### src/rtl/cmp_timer_pkg.sv
// Shared definitions for the compare timer channel.
// Assumes a 3-bit register select and control bit positions fixed here.
package cmp_timer_pkg;
    localparam int REG_AW = 3;

    typedef enum logic [REG_AW-1:0] {
        RA_CMP_LO = 3'd0,
        RA_CMP_HI = 3'd1,
        RA_TVAL   = 3'd2,
        RA_CTRL   = 3'd3,
        RA_OFF_LO = 3'd4,
        RA_OFF_HI = 3'd5
    } reg_addr_e;

    localparam int CTL_EN   = 0;
    localparam int CTL_MASK = 1;
    localparam int CTL_STAT = 2;
endpackage

### src/rtl/cmp_count_view.sv
// Produces the count seen by the channel: zero while the system counter is
// off, otherwise the system count minus the offset (modulo 2^CNT_W).
// Assumes the offset is already zero when the offset variant is not built.
module cmp_count_view #(
    parameter int CNT_W = 64
) (
    input  logic [CNT_W-1:0] sys_count,
    input  logic             count_on,
    input  logic [CNT_W-1:0] offset,
    output logic [CNT_W-1:0] view
);
    // Select the adjusted count or zero.
    always_comb begin
        view = count_on ? (sys_count - offset) : '0;
    end

    // Adding the offset back must recover the raw count.
    always_comb begin
        if (count_on) begin
            assert_view_offset_R9: assert (view + offset == sys_count);
        end
    end
endmodule

### src/rtl/cmp_regs.sv
// Holds control bits, the 64-bit compare value and the optional offset.
// Assumes CNT_W is twice DATA_W and TV_W is at most DATA_W; writes take
// effect on the next clock.
module cmp_regs
    import cmp_timer_pkg::*;
#(
    parameter int CNT_W     = 64,
    parameter int DATA_W    = 32,
    parameter int TV_W      = 32,
    parameter bit OFFSET_EN = 1'b1
) (
    input  logic              clk,
    input  logic              rst_n,
    input  logic              wr_en,
    input  logic [REG_AW-1:0] addr,
    input  logic [DATA_W-1:0] wdata,
    input  logic [CNT_W-1:0]  view,
    output logic              ctl_en,
    output logic              ctl_mask,
    output logic [CNT_W-1:0]  cmp_val,
    output logic [CNT_W-1:0]  off_val
);
    localparam int EXT_W = CNT_W - TV_W;

    logic [CNT_W-1:0] tval_ext;
    logic             wr_cmp_lo;
    logic             wr_cmp_hi;
    logic             wr_tval;
    logic             wr_ctrl;
    logic             wr_off_lo;
    logic             wr_off_hi;

    // Decode write strobes per register.
    always_comb begin
        wr_cmp_lo = wr_en && (addr == RA_CMP_LO);
        wr_cmp_hi = wr_en && (addr == RA_CMP_HI);
        wr_tval   = wr_en && (addr == RA_TVAL);
        wr_ctrl   = wr_en && (addr == RA_CTRL);
        wr_off_lo = wr_en && (addr == RA_OFF_LO);
        wr_off_hi = wr_en && (addr == RA_OFF_HI);
    end

    // Sign-extend the relative timer value to the count width.
    always_comb begin
        tval_ext = {{EXT_W{wdata[TV_W-1]}}, wdata[TV_W-1:0]};
    end

    // Control bits; the status position is not stored.
    always_ff @(posedge clk) begin
        if (!rst_n) begin
            ctl_en   <= 1'b0;
            ctl_mask <= 1'b0;
        end else if (wr_ctrl) begin
            ctl_en   <= wdata[CTL_EN];
            ctl_mask <= wdata[CTL_MASK];
        end
    end

    // Compare value: absolute halves or relative to the seen count.
    always_ff @(posedge clk) begin
        if (!rst_n) begin
            cmp_val <= '0;
        end else if (wr_tval) begin
            cmp_val <= view + tval_ext;
        end else if (wr_cmp_lo) begin
            cmp_val[DATA_W-1:0] <= wdata;
        end else if (wr_cmp_hi) begin
            cmp_val[CNT_W-1:DATA_W] <= wdata;
        end
    end

    generate
        if (OFFSET_EN) begin : g_offset
            // Offset register for the virtual-timer variant.
            always_ff @(posedge clk) begin
                if (!rst_n) begin
                    off_val <= '0;
                end else if (wr_off_lo) begin
                    off_val[DATA_W-1:0] <= wdata;
                end else if (wr_off_hi) begin
                    off_val[CNT_W-1:DATA_W] <= wdata;
                end
            end
        end else begin : g_no_offset
            // Physical variant: the count is used unshifted.
            always_comb begin
                off_val = '0;
            end
        end
    endgenerate

    assert_ctrl_write_R6: assert property (@(posedge clk) disable iff (!rst_n)
        wr_ctrl |=> (ctl_en == $past(wdata[CTL_EN])) && (ctl_mask == $past(wdata[CTL_MASK])));

    assert_tval_write_R8: assert property (@(posedge clk) disable iff (!rst_n)
        wr_tval |=> (cmp_val - $past(view)) == $past(tval_ext));
endmodule

### src/rtl/cmp_deadline.sv
// Compares the seen count with the deadline and registers the interrupt.
// Assumes an unsigned compare; status is combinational, irq lags by a clock.
module cmp_deadline #(
    parameter int CNT_W = 64
) (
    input  logic             clk,
    input  logic             rst_n,
    input  logic             en,
    input  logic             mask,
    input  logic [CNT_W-1:0] view,
    input  logic [CNT_W-1:0] cmp_val,
    output logic             status,
    output logic             irq
);
    // The deadline is met while enabled and the count is at or past it.
    always_comb begin
        status = en && (view >= cmp_val);
    end

    // Registered level interrupt, re-evaluated each clock.
    always_ff @(posedge clk) begin
        if (!rst_n) begin
            irq <= 1'b0;
        end else begin
            irq <= en && status && !mask;
        end
    end

    assert_irq_follows_R4: assert property (@(posedge clk) disable iff (!rst_n)
        (status && !mask) |=> irq);

    assert_mask_quiet_R5: assert property (@(posedge clk) disable iff (!rst_n)
        mask |=> !irq);

    assert_status_enable_R3: assert property (@(posedge clk) disable iff (!rst_n)
        !en |-> !status);
endmodule

### src/rtl/cmp_timer_channel.sv
// One per-core compare timer channel. It offsets the shared count, holds
// the deadline registers, raises a level interrupt and serves reads.
// Assumes reads are combinational and writes land on the next clock.
module cmp_timer_channel
    import cmp_timer_pkg::*;
#(
    parameter int CNT_W     = 64,
    parameter int DATA_W    = 32,
    parameter int TV_W      = 32,
    parameter bit OFFSET_EN = 1'b1
) (
    input  logic              clk,
    input  logic              rst_n,
    input  logic [CNT_W-1:0]  sys_count,
    input  logic              count_on,
    input  logic              reg_wr,
    input  logic [REG_AW-1:0] reg_addr,
    input  logic [DATA_W-1:0] reg_wdata,
    output logic [DATA_W-1:0] reg_rdata,
    output logic              irq
);
    logic [CNT_W-1:0] view;
    logic [CNT_W-1:0] cmp_val;
    logic [CNT_W-1:0] off_val;
    logic             ctl_en;
    logic             ctl_mask;
    logic             status;
    logic [TV_W-1:0]  tval_rd;

    cmp_count_view #(.CNT_W(CNT_W)) u_view (
        .sys_count (sys_count),
        .count_on  (count_on),
        .offset    (off_val),
        .view      (view)
    );

    cmp_regs #(
        .CNT_W     (CNT_W),
        .DATA_W    (DATA_W),
        .TV_W      (TV_W),
        .OFFSET_EN (OFFSET_EN)
    ) u_regs (
        .clk      (clk),
        .rst_n    (rst_n),
        .wr_en    (reg_wr),
        .addr     (reg_addr),
        .wdata    (reg_wdata),
        .view     (view),
        .ctl_en   (ctl_en),
        .ctl_mask (ctl_mask),
        .cmp_val  (cmp_val),
        .off_val  (off_val)
    );

    cmp_deadline #(.CNT_W(CNT_W)) u_deadline (
        .clk     (clk),
        .rst_n   (rst_n),
        .en      (ctl_en),
        .mask    (ctl_mask),
        .view    (view),
        .cmp_val (cmp_val),
        .status  (status),
        .irq     (irq)
    );

    // Relative view: distance to the deadline, low word only.
    always_comb begin
        tval_rd = cmp_val[TV_W-1:0] - view[TV_W-1:0];
    end

    // Read multiplexer over the register map.
    always_comb begin
        reg_rdata = '0;
        case (reg_addr)
            RA_CMP_LO: reg_rdata = cmp_val[DATA_W-1:0];
            RA_CMP_HI: reg_rdata = cmp_val[CNT_W-1:DATA_W];
            RA_TVAL:   reg_rdata[TV_W-1:0] = tval_rd;
            RA_CTRL: begin
                reg_rdata[CTL_EN]   = ctl_en;
                reg_rdata[CTL_MASK] = ctl_mask;
                reg_rdata[CTL_STAT] = status;
            end
            RA_OFF_LO: reg_rdata = off_val[DATA_W-1:0];
            RA_OFF_HI: reg_rdata = off_val[CNT_W-1:DATA_W];
            default:   reg_rdata = '0;
        endcase
    end

    assert_reset_clear_R1: assert property (@(posedge clk)
        !rst_n |=> (!irq && !ctl_en && !ctl_mask && cmp_val == '0 && off_val == '0));

    assert_stopped_view_R10: assert property (@(posedge clk) disable iff (!rst_n)
        (!count_on && reg_addr == RA_TVAL) |-> reg_rdata[TV_W-1:0] == cmp_val[TV_W-1:0]);
endmodule

### config.mk
export PLATFORM = sky130hd
export DESIGN_NAME = cmp_timer_channel
export DESIGN_NICKNAME = d
export VERILOG_FILES = /design/src/rtl/cmp_timer_pkg.sv /design/src/rtl/cmp_count_view.sv /design/src/rtl/cmp_regs.sv /design/src/rtl/cmp_deadline.sv /design/src/rtl/cmp_timer_channel.sv
export SDC_FILE = /design/constraint.sdc
export NUM_CORES = 1
export LEC_CHECK = 0
export BUFFER_PORTS_ARGS = -buffer_cell sky130_fd_sc_hd__buf_2
export CAP_MARGIN = 10
export CELL_PAD_IN_SITES_DETAIL_PLACEMENT = 1
export CELL_PAD_IN_SITES_GLOBAL_PLACEMENT = 1
export CORE_MARGIN = 2
export CORE_UTILIZATION = 49
export DETAILED_ROUTE_END_ITERATION = 10
export HOLD_SLACK_MARGIN = 0.02
export PLACE_DENSITY_LB_ADDON = 0.25
export SYNTH_ARGS = -nofsm -noshare
export SYNTH_HDL_FRONTEND = slang
export SYNTH_SLANG_ARGS = --single-unit
### constraint.sdc
create_clock -name clk -period 9.3 [get_ports clk]
set_input_delay 0 -clock clk [delete_from_list [all_inputs] [get_ports clk]]
set_output_delay 0 -clock clk [all_outputs]
set_load 0.005 [all_outputs]
== Word-level counts from Yosys, hierarchy flattened ==
Index checks and enable logic that the tools add are counted.

* Output and inout bits: 33
* Register bits after elaboration: 131

* Reductions and logical operators: 15
* Multiplexer cells: 7
* $add $sub $neg: 3
* Bitwise logic cells: 1
* Equal/unequal tests: 6
* Magnitude comparators: 1

{| class="wikitable"
|+ Operator list
! cell !! number
|-
| $pmux W29 S5 || 1
|-
| $mux W64 || 2
|-
| $mux W32 || 3
|-
| $add A64 B64 Y64 || 1
|-
| $ge A64 B64 Y1 || 1
|-
| $sub A64 B64 Y64 || 1
|-
| $sub A32 B32 Y32 || 1
|-
| $pmux W3 S6 || 1
|-
| $logic_and A1 B1 Y1 || 9
|-
| $eq A3 B2 Y1 const B || 2
|-
| $eq A3 B3 Y1 const B || 2
|-
| $reduce_and A2 Y1 || 2
|-
| $reduce_bool A2 Y1 || 2
|-
| $eq A3 B1 Y1 const B || 1
|-
| $logic_not A3 Y1 || 1
|-
| $ne A2 B2 Y1 const B || 1
|-
| $logic_not A1 Y1 || 1
|-
| $not A1 Y1 || 1
|}

== Depth between registers and ports, before layout ==
* Word-level depth: 6
* Mapped depth: 34
* Gate-level depth less buffers: 33

== Modules after synthesis ==
A second synthesis with hierarchy kept.

* Cells, all modules: 2508
* Area, all modules: 17709.5 um^2

{| class="wikitable"
|+ Modules (own cells, without submodules)
! module !! times used !! sequential area each (um^2) !! cells an instance !! area each (um^2)
|-
| cmp_regs || 1 || 2602.5 || 1104 || 8445.6
|-
| cmp_count_view || 1 || 0.0 || 747 || 4639.4
|-
| cmp_timer_channel || 1 || 0.0 || 430 || 2987.9
|-
| cmp_deadline || 1 || 20.0 || 227 || 1636.6
|}

== Worst setup path before layout ==
Ideal clock, no wire load.

* Path type: reg2reg
* Start: register u_regs.off_val[0]
* End: register u_regs.cmp_val[63]
* Setup slack: 2940 ps
* Data arrival time: 6286 ps
* Cell stages (with the launch flop): 33
* Setup time: 74 ps
* Cell sequence: dfxtp_1 ha_1 inv_1 fa_1 a21o_1 a21oi_1 o21bai_1 a21oi_1 o21a_1 o211ai_1 a31oi_1 a2bb2oi_1 o21ai_0 a21oi_1 o21bai_1 a21oi_1 xor2_1 nor2_1 ha_1 and3_1 o21a_1 a311oi_1 a32oi_1 a21o_1 nor2_1 o21bai_1 a311o_1 a41o_1 a21oi_2 o21ai_4 xnor2_1 or3_1 a31oi_1

* Word-level cells in the longest chain between the ends: 4

{| class="wikitable"
|+ RTL lines
! item !! line !! RTL
|-
| start, declared || cmp_regs.sv:21 || <nowiki>output logic [CNT_W-1:0] off_val</nowiki>
|-
| start signal, assigned by index || cmp_regs.sv:79 || <nowiki>off_val[DATA_W-1:0] <= wdata;</nowiki>
|-
| start signal, assigned by index || cmp_regs.sv:81 || <nowiki>off_val[CNT_W-1:DATA_W] <= wdata;</nowiki>
|-
| $sub A64 B64 Y64 || cmp_count_view.sv:14 || <nowiki>view = count_on ? (sys_count - offset) : '0;</nowiki>
|-
| $mux W64 || cmp_count_view.sv:14 ||
|-
| $add A64 B64 Y64 || cmp_regs.sv:64 || <nowiki>cmp_val <= view + tval_ext;</nowiki>
|-
| $mux W64 || cmp_regs.sv:63 || <nowiki>end else if (wr_tval) begin</nowiki>
|-
| end signal, assigned || cmp_regs.sv:64 ||
|-
| end signal, assigned by index || cmp_regs.sv:66 || <nowiki>cmp_val[DATA_W-1:0] <= wdata;</nowiki>
|-
| end signal, assigned by index || cmp_regs.sv:68 || <nowiki>cmp_val[CNT_W-1:DATA_W] <= wdata;</nowiki>
|-
| end, declared || cmp_regs.sv:20 || <nowiki>output logic [CNT_W-1:0] cmp_val,</nowiki>
|}

Every way passes these cells.
A chain may end at the register's enable or synchronous reset.

== Final worst setup path ==
Ends and elaborated chain as after synthesis.

==> run summary <==
dpl hpwl -> 52,900 um
clock latency on the worst-skew pair -> 440 ps
Worst Setup SP -> u_regs.off_val[0]
Clock Path Buffers -> 2
area share of the leading cell type in the synthesized netlist -> 17.0%
vias post-DR -> 17,887
CTS HTree Levels -> 4
Antenna Nets Post-Route -> 0
Total Nets Final -> 2,699
Synth Flop Type -> dfxtp_1
Critical Path End Type -> flop
Max-Cap Viols -> 0
Hold Startpoint -> reg_addr[1]
pwr/cell area -> 141 nW/um2
post-synthesis compound-gate area fraction -> 32.4%
WL per Instance -> 24.4 um
VDD IR max -> 0.0000889 V
Post-Synth Adder-Cell Area -> 17.4%
Cell Count, Final, Fillers Out -> 2,826
kind of critical path -> flop to flop
CTS tree -> built
Die Ht -> 186 um
slowest stage delay, CP -> 430 ps
Hold Vio Cnt, Final -> 0
Initial Util -> 49.8%
Worst slew margin -> 20.8%
pin count of the biggest net entering global routing -> 76
Post-Route WL -> 68,900 um
vias per cell -> 6.33
Die Wd -> 186 um
DR pass1 iterations -> 5
Post-synth ARST share -> 0%
Critical Path Slowest Stage Cell -> fa_1
post-placement cell count -> 2,762
Worst-path clk slew -> 70 ps
Area Overhead vs Synth -> 11.7%
most used cell, CP -> a21oi_1
leakage -> 7.92 nW
Port Buffers -> 135
Worst R2R Setup Slack -> 1430 ps
Ys Warns -> 0
Post-synth EDFFs -> 0
Die ar. -> 34,600 um2
layout cell share with drive strength beyond 1 -> 9.77%
r2r endpoint -> u_regs.cmp_val[63]
routability-driven placement congestion ratio -> 0.968
Synth Register Bits -> 131
unrepaired setup endpoints after global routing -> false
depth of the most critical reg-to-reg path -> 33
WHS Path Cells -> 3
# IOs -> 136
Hold WC Path Type -> input pin to flop
worst slew pin tran -> 1160 ps
WHS Endpoint -> u_regs.cmp_val[31]
clk_skew -> 14.3 ps
worst path bufs/invs -> 2
Yosys top cell by area -> ha_1
Min Hold Slack -> 105 ps
status -> complete, no violations
crit start category -> flop
Antenna diodes -> 0
global route overflow -> 0
1st-iter DRT viols -> 1,458
Worst EP arrival -> 8250 ps
ranking of synthesized cells by area -> ha_1 17%, dfxtp_1 16%, nand2_1 7.6%
setup TNS -> 0 ps
global-route wire length before repair -> 104,000 um
most frequent cells in the layout -> 326 x nand2_1, 221 x ha_1, 216 x a21oi_1
crit-path max FO -> 5
final setup fails -> 0
mux cell area share after synthesis -> 0.216%
Cells after Synth -> 2,272
area of the mapped netlist -> 16,200 um2
Root Buffer -> clkbuf_16
Residual DRC -> 0
syn_area_per_cell -> 7.15 um2
Top delay family on crit path -> compound AO/OA/AOI/OAI gates
GRT Util Overall -> 39.5%
antenna violations before repair -> 2
# Post-CTS Setup Buffers -> 0
Core Region -> 32,600 um2
clk sinks -> 131
XOR/XNOR share of the synthesized area -> 7.12%
Critical Path RT -> 9670 ps
largest family of logic cells by synthesized area -> compound AO/OA/AOI/OAI gates
Seq/Total Area, Yosys -> 16.1%
Site Rows -> 66
Reg-to-Reg Start -> u_regs.off_val[0]
Num CTS Buffers -> 17
minimum clock period -> 7870 ps
fin. max-slew vios -> 0
syn_nets -> 2,599
fmax -> 0.127 GHz
post-synth cell types -> 87
Design Power -> 2.55 mW
simple-gate share of the synthesized area -> 18.9%
crit share post-route -> 84.7%
vias in the first global route -> 18,108
commonest non-fill, non-tap cell in the layout -> nand2_1
-- cell families (layout without fill, tap and decap cells) --
| kind of cell | after synthesis | after routing |
|---|---|---|
| AND/OR/NAND/NOR | 679 | 679 |
| buffers and inverters | 309 | 421 |
| adder cells (fa/ha/maj) | 224 | 224 |
| multiplexers | 3 | 3 |
| AO/OA/AOI/OAI | 794 | 794 |
| flip-flops | 131 | 131 |
| XOR/XNOR | 132 | 132 |
-- layout make-up --
class	instances	area (um2)
Clock buffer	19	453
Fill cell	4219	14500
Multi-Input combinational cell	1832	12400
Timing Repair Buffer	187	1140
Sequential cell	131	2620
Inverter	203	762
Clock inverter	12	226
Tap cell	442	553
-- per-layer routing --
metal	global-route usage (%)	vias up	wire length, um
li1	-	8283	-
met1	52.6	8751	30500
met2	63.4	713	30600
met3	7.59	138	5690
met4	13.9	2	2060
met5	0	-	12
-- state kept, by name, summed over array words and instances, names as in the netlist --
| signal | cells |
|---|---|
| u_regs.off_val | 64 |
| u_regs.ctl_mask | 1 |
| u_deadline.irq | 1 |
| u_regs.ctl_en | 1 |
| u_regs.cmp_val | 64 |
-- worst reg2reg max path, delay by kind of cell, from the launching register on --
kind            cells  cell delay (ps)
simple gates        4              810
flops               1              360
xor+xnor            2              350
fa+ha+maj           3             1060
compound gates     22             4940
buf+inv             2              320
-- synthesized netlist by cell type, types with 38 or more instances --
cell type / count
a31oi_1: 47
nor2_1: 123
dfxtp_1: 131
xnor2_1: 79
inv_1: 203
ha_1: 221
clkbuf_1: 89
nand2_1: 328
xor2_1: 53
a21o_1: 98
a221oi_1: 41
a21oi_1: 216
nand3_1: 44
o21ai_0: 137
a21boi_0: 38
nand2b_1: 39
-- worst max-delay path by stage --
stage,to,slack (ps),cells past startpoint
global route,u_regs.cmp_val[63],960,33
floorplan,u_regs.cmp_val[63],2940,32
global placement,u_regs.cmp_val[63],1920,33
detailed placement,u_regs.cmp_val[63],1530,33
CTS,u_regs.cmp_val[63],1530,33
finish,u_regs.cmp_val[63],1430,33
-- where the power goes --
part / total (mW) / internal, mW / leakage (nW) / switching (mW)
Sequential: 0.609 / 0.583 / 1.07 / 0.0254
Combinational: 1.13 / 0.430 / 6.52 / 0.704
Clock: 0.808 / 0.517 / 0.326 / 0.291
-- per-stage QoR --
stage	cell area [um2]	worst slack, ps	util (%)
floorplan	16200	2940	-
global placement	17100	1920	52.5
detailed placement	17100	1530	52.5
CTS	18100	1530	55.6
global route	18100	959	55.6
finish	18100	1430	55.6
-- what timing repair did --
action | 4_1_cts | 5_1_grt
hold buffers | 32 | 0
resized for setup | 0 | 0
setup endpoints to repair | 0 | 0
endpoints found under the hold margin | 113 | 0
Power figures use the tool's default switching activity.
